===== config.mk =====
export PLATFORM = sky130hd
export DESIGN_NAME = cvi_host_ctrl
export DESIGN_NICKNAME = d
export VERILOG_FILES = /design/src/rtl/cvi_pkg.sv /design/src/rtl/cvi_sync.sv /design/src/rtl/cvi_trigger.sv /design/src/rtl/cvi_eoc_ctl.sv /design/src/rtl/cvi_host_ctrl.sv
export SDC_FILE = /design/constraint.sdc
export NUM_CORES = 1
export LEC_CHECK = 0
export ABC_AREA = 1
export BUFFER_PORTS_ARGS = -buffer_cell sky130_fd_sc_hd__clkbuf_2
export CAP_MARGIN = 10
export CORE_UTILIZATION = 41
export DETAILED_ROUTE_END_ITERATION = 7
export PLACE_DENSITY = 0.74
export SLEW_MARGIN = 20
export SYNTH_ARGS = -nofsm -noshare
export SYNTH_HDL_FRONTEND = slang
export SYNTH_HIERARCHICAL = 1
export SYNTH_SLANG_ARGS = --single-unit

===== constraint.sdc =====
create_clock -name clk -period 1 [get_ports clk]
set_clock_uncertainty 0.15 [all_clocks]
set_input_delay 0.05 -clock clk [delete_from_list [all_inputs] [get_ports clk]]
set_output_delay 0.05 -clock clk [all_outputs]
set_load 0.02 [all_outputs]

===== src/rtl/cvi_pkg.sv =====
package cvi_pkg;
  localparam int CTRL_SW_BIT  = 0;
  localparam int CTRL_IRQ_BIT = 1;
  localparam int STAT_DONE_BIT = 0;
  localparam int STAT_TMR_BIT  = 1;

  typedef struct packed {
    logic irq_en;
    logic sw_trig;
  } ctrl_t;
endpackage


===== src/rtl/cvi_sync.sv =====
module cvi_sync #(
  parameter int STAGES = 2,
  parameter int W = 1
) (
  input  logic         clk,
  input  logic         rst_n,
  input  logic [W-1:0] d,
  output logic [W-1:0] q
);
  logic [W-1:0] chain [STAGES];

  generate
    for (genvar s = 0; s < STAGES; s++) begin : g_stage
      always_ff @(posedge clk or negedge rst_n) begin
        if (!rst_n) chain[s] <= '0;
        else if (s == 0) chain[s] <= d;
        else chain[s] <= chain[(s > 0) ? s-1 : 0];
      end
    end
  endgenerate

  assign q = chain[STAGES-1];
endmodule


===== src/rtl/cvi_trigger.sv =====
module cvi_trigger (
  input  logic clk,
  input  logic rst_n,
  input  logic sw_sel,
  input  logic start_wr,
  input  logic tmr_s,
  output logic start_o
);
  logic tmr_d;
  logic tmr_rise;

  assign tmr_rise = tmr_s & ~tmr_d;

  always_ff @(posedge clk or negedge rst_n) begin
    if (!rst_n) begin
      tmr_d   <= 1'b0;
      start_o <= 1'b0;
    end else begin
      tmr_d   <= tmr_s;
      start_o <= sw_sel ? start_wr : tmr_rise;
    end
  end

  // Timer-sourced pulses never last longer than a single clock
  assert_pulse_width_R4: assert property (@(posedge clk) disable iff (!rst_n)
    (!sw_sel && $past(!sw_sel) && start_o) |=> !start_o);
endmodule


===== src/rtl/cvi_eoc_ctl.sv =====
module cvi_eoc_ctl #(
  parameter int DATA_W = 8
) (
  input  logic              clk,
  input  logic              rst_n,
  input  logic              eoc_s,
  input  logic [DATA_W-1:0] cnv_data,
  input  logic              rd_data,
  input  logic              irq_en,
  output logic              done,
  output logic [DATA_W-1:0] sample,
  output logic              irq
);
  logic eoc_d;
  logic eoc_rise;

  assign eoc_rise = eoc_s & ~eoc_d;

  always_ff @(posedge clk or negedge rst_n) begin
    if (!rst_n) begin
      eoc_d  <= 1'b0;
      done   <= 1'b0;
      sample <= '0;
    end else begin
      eoc_d <= eoc_s;
      if (eoc_rise) begin
        done   <= 1'b1;
        sample <= cnv_data;
      end else if (rd_data) begin
        done <= 1'b0;
      end
    end
  end

  assign irq = done & irq_en;

  assert_done_sets_R6: assert property (@(posedge clk) disable iff (!rst_n)
    eoc_rise |=> done);
  assert_done_clears_R6: assert property (@(posedge clk) disable iff (!rst_n)
    (rd_data && !eoc_rise) |=> !done);
  assert_capture_R5: assert property (@(posedge clk) disable iff (!rst_n)
    eoc_rise |=> (sample == $past(cnv_data)));
endmodule


===== src/rtl/cvi_host_ctrl.sv =====
module cvi_host_ctrl
  import cvi_pkg::*;
#(
  parameter int DATA_W = 8,
  parameter int BUS_W = 8,
  parameter int SYNC_STAGES = 2
) (
  input  logic              clk,
  input  logic              rst_n,
  input  logic              io_wr,
  input  logic              io_rd,
  input  logic              sel_ctrl,
  input  logic              sel_start,
  input  logic              sel_status,
  input  logic              sel_data,
  input  logic [BUS_W-1:0]  io_wdata,
  output logic [BUS_W-1:0]  io_rdata,
  output logic              cnv_start,
  input  logic              cnv_eoc,
  input  logic [DATA_W-1:0] cnv_data,
  input  logic              tmr_clk,
  output logic              irq
);
  localparam int PAD_W = BUS_W - DATA_W;

  ctrl_t             ctrl_q;
  logic [1:0]        async_in;
  logic [1:0]        async_s;
  logic              tmr_s;
  logic              eoc_s;
  logic              done;
  logic [DATA_W-1:0] sample;
  logic              rd_data;

  always_ff @(posedge clk or negedge rst_n) begin
    if (!rst_n) ctrl_q <= '0;
    else if (io_wr && sel_ctrl) begin
      ctrl_q.sw_trig <= io_wdata[CTRL_SW_BIT];
      ctrl_q.irq_en  <= io_wdata[CTRL_IRQ_BIT];
    end
  end

  assign async_in = {cnv_eoc, tmr_clk};

  cvi_sync #(.STAGES(SYNC_STAGES), .W(2)) u_sync (
    .clk(clk), .rst_n(rst_n), .d(async_in), .q(async_s)
  );
  assign tmr_s = async_s[0];
  assign eoc_s = async_s[1];

  cvi_trigger u_trig (
    .clk(clk), .rst_n(rst_n), .sw_sel(ctrl_q.sw_trig),
    .start_wr(io_wr & sel_start), .tmr_s(tmr_s), .start_o(cnv_start)
  );

  assign rd_data = io_rd & sel_data;

  cvi_eoc_ctl #(.DATA_W(DATA_W)) u_eoc (
    .clk(clk), .rst_n(rst_n), .eoc_s(eoc_s), .cnv_data(cnv_data),
    .rd_data(rd_data), .irq_en(ctrl_q.irq_en), .done(done),
    .sample(sample), .irq(irq)
  );

  always_comb begin
    io_rdata = '0;
    if (io_rd) begin
      if (sel_ctrl) begin
        io_rdata[CTRL_SW_BIT]  = ctrl_q.sw_trig;
        io_rdata[CTRL_IRQ_BIT] = ctrl_q.irq_en;
      end else if (sel_status) begin
        io_rdata[STAT_DONE_BIT] = done;
        io_rdata[STAT_TMR_BIT]  = tmr_s;
      end else if (sel_data) begin
        io_rdata = {{PAD_W{1'b0}}, sample};
      end
    end
  end

  // A pending request is withdrawn once the flag drops
  assert_irq_drop_R8: assert property (@(posedge clk) disable iff (!rst_n)
    $fell(done) |-> !irq);
endmodule


==> impl_metrics.toml, run 1 <==
[timing]
slew_viol_final = 0
relSlewSlack_pct = 70.5
fin_crit_ns = 1.35
max_freq_mhz = 743
min_period_over_period_pct = 135
setup_viol = 14
worst_slew_pin_slew_ns = 0.443
setup_ws_ns = -0.345
fin_hold_ws_ns = 0.0611
rsz0062_at_grt = "yes"
setup_tns_ns = -2.26
finalHoldViolations = 0

[hold_path]
hp-class = "input pin to async pin"

[cells_and_area]
layout-drive-gt1-share_pct = 44.0
n_fill_cell = 142
fin_area_um2 = 1370
fin_util_pct = 70.6
fin_nets = 177
syn2layout_area_growth_pct = 62.4
n_antenna_cell = 0
instances_no_fill = 177

[place]
placed_cells = 150
place_area_um2 = 1040
place_ws_ns = -0.00858
portBuffers = 29
routabilityCongestion = 0.758
dp_hpwl_um = 1230

[job]
drv_cap = 0

[route]
wl_met1_um = 864
maxUsedRoutingLayer = "met4"
wl_met3_um = 55
ant_nets = 0
via_count = 828
wl_um = 2100
first_pass_iters = 4
drc_errors = 0
drt-initial-drc-count = 17
wl_per_cell_um = 11.8
viasPerCell = 4.68
dr_wl_met2_um = 1140

[outcome]
violations = "setup timing"
outcome = "finished with violations"

[floorplan]
die_w_um = 47.4
io_pins = 36
coreArea_um2 = 1940
die_y_um = 47.4
initial_utilization_pct = 43.5
die-area_um2 = 2250
rows = 16

[critical_path]
rr_worst_depth = 4
cp.arrival_ns = 1.15
reg2reg_to = "u_eoc/sample[1]"
crit_path_end_kind = "primary output"
worstReg2RegStart = "u_eoc/eoc_d"
criticalPathCategory = "flip-flop to primary output"
worstSetupStartpointType = "flip-flop"
reg2reg_slack_ns = -0.01
critPathRequiredTime_ns = 0.80
crit_fanout = 2

[global_routing]
first_global_vias = 768
grt_first_pass_wirelength_um = 3170
grt_usage_pct = 20.8
overflow = 0
grt_max_degree = 19
antenna_found_initial = 0

[power_and_ir_drop]
power.leakage_nw = 0.724
ir_drop_uv = 1010
p_sw_mw = 0.486
p_int_mw = 1.24
combPwrFrac_pct = 24.4
seqPwrFrac_pct = 48.8
pwr-share-clk_pct = 26.8
cellPowerDensity_nw_per_um2 = 1260
power_mw = 1.73
swShare_pct = 28.1

[yosys]
synth.distinct_cells = 15
ys_seq_elements = 18
syn_area_um2 = 845
synth_nets = 117
avgSynthCellArea_um2 = 9.28
yosys_warnings = 6
synth-seq-area-share_pct = 53.3
synth_cells = 91

[clock_network]
cts-root-buf = "clkbuf_4"
clkSinkCount = 18
cts_inserted_buffers = 3
htree_num_levels = 1
path_clk_slew_ns = 0.11
clk_latency_ns = 0.30
cts_buffer_depth = 2
tritoncts = "built"
==> placed cells by master (no fill, tap or decap), types with 2 or more instances in the layout <==
| cell | Yosys | routed |
|---|---|---|
| dlygate4sd3_1 | 0 | 18 |
| clkbuf_8 | 0 | 2 |
| nand2_2 | 2 | 7 |
| nor2_1 | 6 | 5 |
| clkbuf_4 | 0 | 3 |
| nand2_4 | 1 | 4 |
| nand2_1 | 31 | 24 |
| nor3b_2 | 6 | 6 |
| inv_1 | 7 | 7 |
| buf_4 | 2 | 15 |
| nand3_1 | 11 | 10 |
| dfrtp_1 | 18 | 18 |
| buf_6 | 1 | 2 |
| clkbuf_2 | 0 | 19 |
==> worst max-delay path by stage <==
stage	slack, ns	endpoint	startpoint	depth (start not counted)
2_1_floorplan	0.01	u_eoc/done	u_sync/q[1]	4
3_5_place_dp	-0.009	io_rdata[0]	u_eoc/done	5
4_1_cts	-0.34	io_rdata[0]	u_eoc/done	5
3_3_place_gp	0.03	io_rdata[0]	u_eoc/done	5
5_1_grt	-0.40	io_rdata[0]	u_eoc/done	5
6_report	-0.35	io_rdata[0]	u_eoc/sample[0]	5
==> repair_timing <==
item / CTS / global route
resized for setup: 3 / 30
endpoints found under the hold margin: 32 / 0
hold buffers: 18 / 0
cloned: 0 / 2
buffers inserted: 1 / 2
endpoints found under the setup margin: 11 / 18
pin swaps: 1 / 4
==> flip-flops by register name, summed over array words and instances, names as in the netlist <==
signal,count
ctrl_q,2
u_eoc/done,1
u_eoc/eoc_d,1
u_eoc/sample,8
u_sync/chain,2
u_sync/q,2
u_trig/start_o,1
u_trig/tmr_d,1
==> area by class of cell <==
cell class / count / area, um^2 / area share (%)
multi-input combinational: 62 / 378 / 27.6
inverter: 9 / 38.8 / 2.83
timing repair inverter: 1 / 5.00 / 0.365
clock buffer: 4 / 36.3 / 2.65
sequential: 18 / 450 / 32.8
tap: 27 / 33.8 / 2.46
timing repair buffer: 56 / 429 / 31.3
==> cells by family (layout without fill, tap and decap cells) <==
group	count (synthesis)	in the layout	share of synthesized area (%)
buffers and inverters	12	70	7.41
flip-flops	18	18	53.3
AND/OR/NAND/NOR	58	59	37.0
AO/OA/AOI/OAI	3	3	2.22
==> critical path, cell delays in order, from the launching register on <==
cell	delay, ns
dfrtp_1	0.36
nand2_1	0.06
nor2_1	0.10
nor2_1	0.06
nor2_1	0.11
buf_4	0.16
==> power groups by stage <==
stage / Combinational [mW] / Sequential, mW / Clock, mW
2_1_floorplan: 0.166 / 0.846 / 0
3_3_place_gp: 0.287 / 0.844 / 0
3_5_place_dp: 0.297 / 0.847 / 0
4_1_cts: 0.367 / 0.831 / 0.454
5_1_grt: 0.458 / 0.851 / 0.487
6_report: 0.421 / 0.843 / 0.463
==> cells in the mapped netlist <==
cell type / instances / share of area, %
o21ai_2: 1 / 1.0
nand2_1: 31 / 14
nor3b_2: 6 / 8.9
nand2_2: 2 / 1.5
buf_6: 1 / 1.3
nand2_8: 1 / 2.4
dfrtp_1: 18 / 53
o21ai_0: 2 / 1.2
nand3_1: 11 / 6.5
nor2_1: 6 / 2.7
nand2_4: 1 / 1.3
inv_4: 1 / 0.74
inv_2: 1 / 0.44
inv_1: 7 / 3.1
buf_4: 2 / 1.8
==> routing by layer <==
layer / track usage, % / up-vias
met3: 3.85 / 4
met1: 25.0 / 402
met5: 0 / -
met2: 35.9 / 18
met4: 9.71 / 0
li1: - / 404
Power figures use the tool's default switching activity.
==> inputs of run 2 (changes only) <==
==> constraint.sdc (replaced) <==
create_clock -name clk -period 1.1 [get_ports clk]
set_clock_uncertainty 0.15 [all_clocks]
set_input_delay 0.055 -clock clk [delete_from_list [all_inputs] [get_ports clk]]
set_output_delay 0.055 -clock clk [all_outputs]
set_load 0.02 [all_outputs]
==> impl_metrics.toml, run 2 (synthesis gave the netlist of run 1 again) <==
[global_routing]
grt_first_pass_wirelength_um = 2930
antenna_found_initial = 0
overflow = 0
grt_usage_pct = 19.6
grt_max_degree = 19
first_global_vias = 712

[timing]
min_period_over_period_pct = 123
setup_viol = 9
max_freq_mhz = 740
worst_slew_pin_slew_ns = 0.443
setup_ws_ns = -0.252
rsz0062_at_grt = "yes"
relSlewSlack_pct = 70.5
finalHoldViolations = 0
slew_viol_final = 0
fin_hold_ws_ns = 0.0706
setup_tns_ns = -1.26
fin_crit_ns = 1.35

[floorplan]
die_y_um = 47.4
io_pins = 36
coreArea_um2 = 1940
rows = 16
die_w_um = 47.4
initial_utilization_pct = 43.5
die-area_um2 = 2250

[place]
routabilityCongestion = 0.773
portBuffers = 29
dp_hpwl_um = 1150

[cells_and_area]
largest-register = "u_eoc/sample"
fin_nets = 176
final_common_cell = "nand2_1"
layout_common_cells = "31 x nand2_1, 21 x clkbuf_2, 18 x dfrtp_1, 18 x dlygate4sd3_1, 17 x buf_4"
syn2layout_area_growth_pct = 56.7
n_fill_cell = 146
n_antenna_cell = 0
layout-drive-gt1-share_pct = 38.3
largest_reg_flops = 8

[hold_path]
hp-class = "input pin to async pin"

[critical_path]
worstSetupStartpointType = "flip-flop"
crit_path_end_kind = "primary output"
critPathRequiredTime_ns = 0.89
crit_fanout = 2
cp.arrival_ns = 1.15
criticalPathCategory = "flip-flop to primary output"

[route]
via_count = 826
wl_per_cell_um = 12.0
wl_um = 2120
viasPerCell = 4.69
drt-initial-drc-count = 15
first_pass_iters = 4
drc_errors = 0
ant_nets = 0

[clock_network]
path_clk_slew_ns = 0.11
htree_num_levels = 1
clk_latency_ns = 0.29
cts_inserted_buffers = 3
clkSinkCount = 18
cts-root-buf = "clkbuf_4"
tritoncts = "built"
cts_buffer_depth = 2

[power_and_ir_drop]
ir_drop_uv = 887
power.leakage_nw = 0.709
cellPowerDensity_nw_per_um2 = 1160

[job]
drv_cap = 0

[outcome]
outcome = "finished with violations"
violations = "setup timing"
## run 2: final timing paths
| path | startpoint | endpoint | slack, ns | depth (start not counted) |
|---|---|---|---|---|
| setup / recovery | u_eoc/done | io_rdata[0] | -0.25 | 5 |
| setup reg to reg | u_sync/q[1] | u_eoc/sample[7] | 0.05 | 4 |
| hold reg to reg | u_sync/chain[2] | u_sync/q[0] | 0.21 | 0 |
| min in group clk | u_sync/chain[2] | u_sync/q[0] | 0.21 | 0 |
| hold / removal | rst_n | u_eoc/sample[7] | 0.07 | 2 |
| max in group asynchronous | rst_n | ctrl_q[0] | 0.42 | 2 |
## run 2: power breakdown
part | switching (mW) | leakage (nW) | internal [mW]
sequential | 0.0360 | 0.217 | 0.726
combinational | 0.172 | 0.471 | 0.192
clock | 0.208 | 0.0210 | 0.202
## run 2: metrics by stage
stage	utilization (%)	cells	area, um^2	setup WS (ns)	power [mW]
final	68.2	176	1320	-0.252	1.54
after global routing	68.2	176	1320	-0.298	1.61
after CTS	65.6	171	1270	-0.228	1.50
after detailed placement	52.4	145	1020	0.0756	1.02
after global placement	52.4	145	1020	0.102	1.01
after floorplan	-	91	845	0.0901	0.919
## run 2: metal layers
| metal | GRT usage (%) | vias to the layer above | wire length [um] |
|---|---|---|---|
| met5 | 0 | - | 0 |
| met4 | 12.0 | 0 | 19 |
| met3 | 3.46 | 2 | 58 |
| met2 | 32.6 | 18 | 1190 |
| met1 | 23.4 | 402 | 849 |
| li1 | - | 404 | - |
## run 2: repair_timing
item                       in CTS  in global routing
gates resized for setup         4                 13
setup endpoints to repair       9                  9
hold buffers                   18                  0
hold endpoints to repair       32                  0
cloned                          0                  0
setup buffers                   4                  5
pin swaps                       2                  1
## run 2: layout make-up
class	instances	area [um^2]	area share, %
sequential	18	450	34.0
tap	27	33.8	2.55
clock buffer	4	36.3	2.74
timing repair buffer	57	433	32.7
multi-input combinational	61	334	25.2
inverter	9	36.3	2.74
## run 2: critical path: stages (launching register included)
cell and delay (ns):
dfrtp_1 0.41, nand2_1 0.09, nand2_1 0.05, nor2_1 0.11, nor2_1 0.05, buf_4 0.15
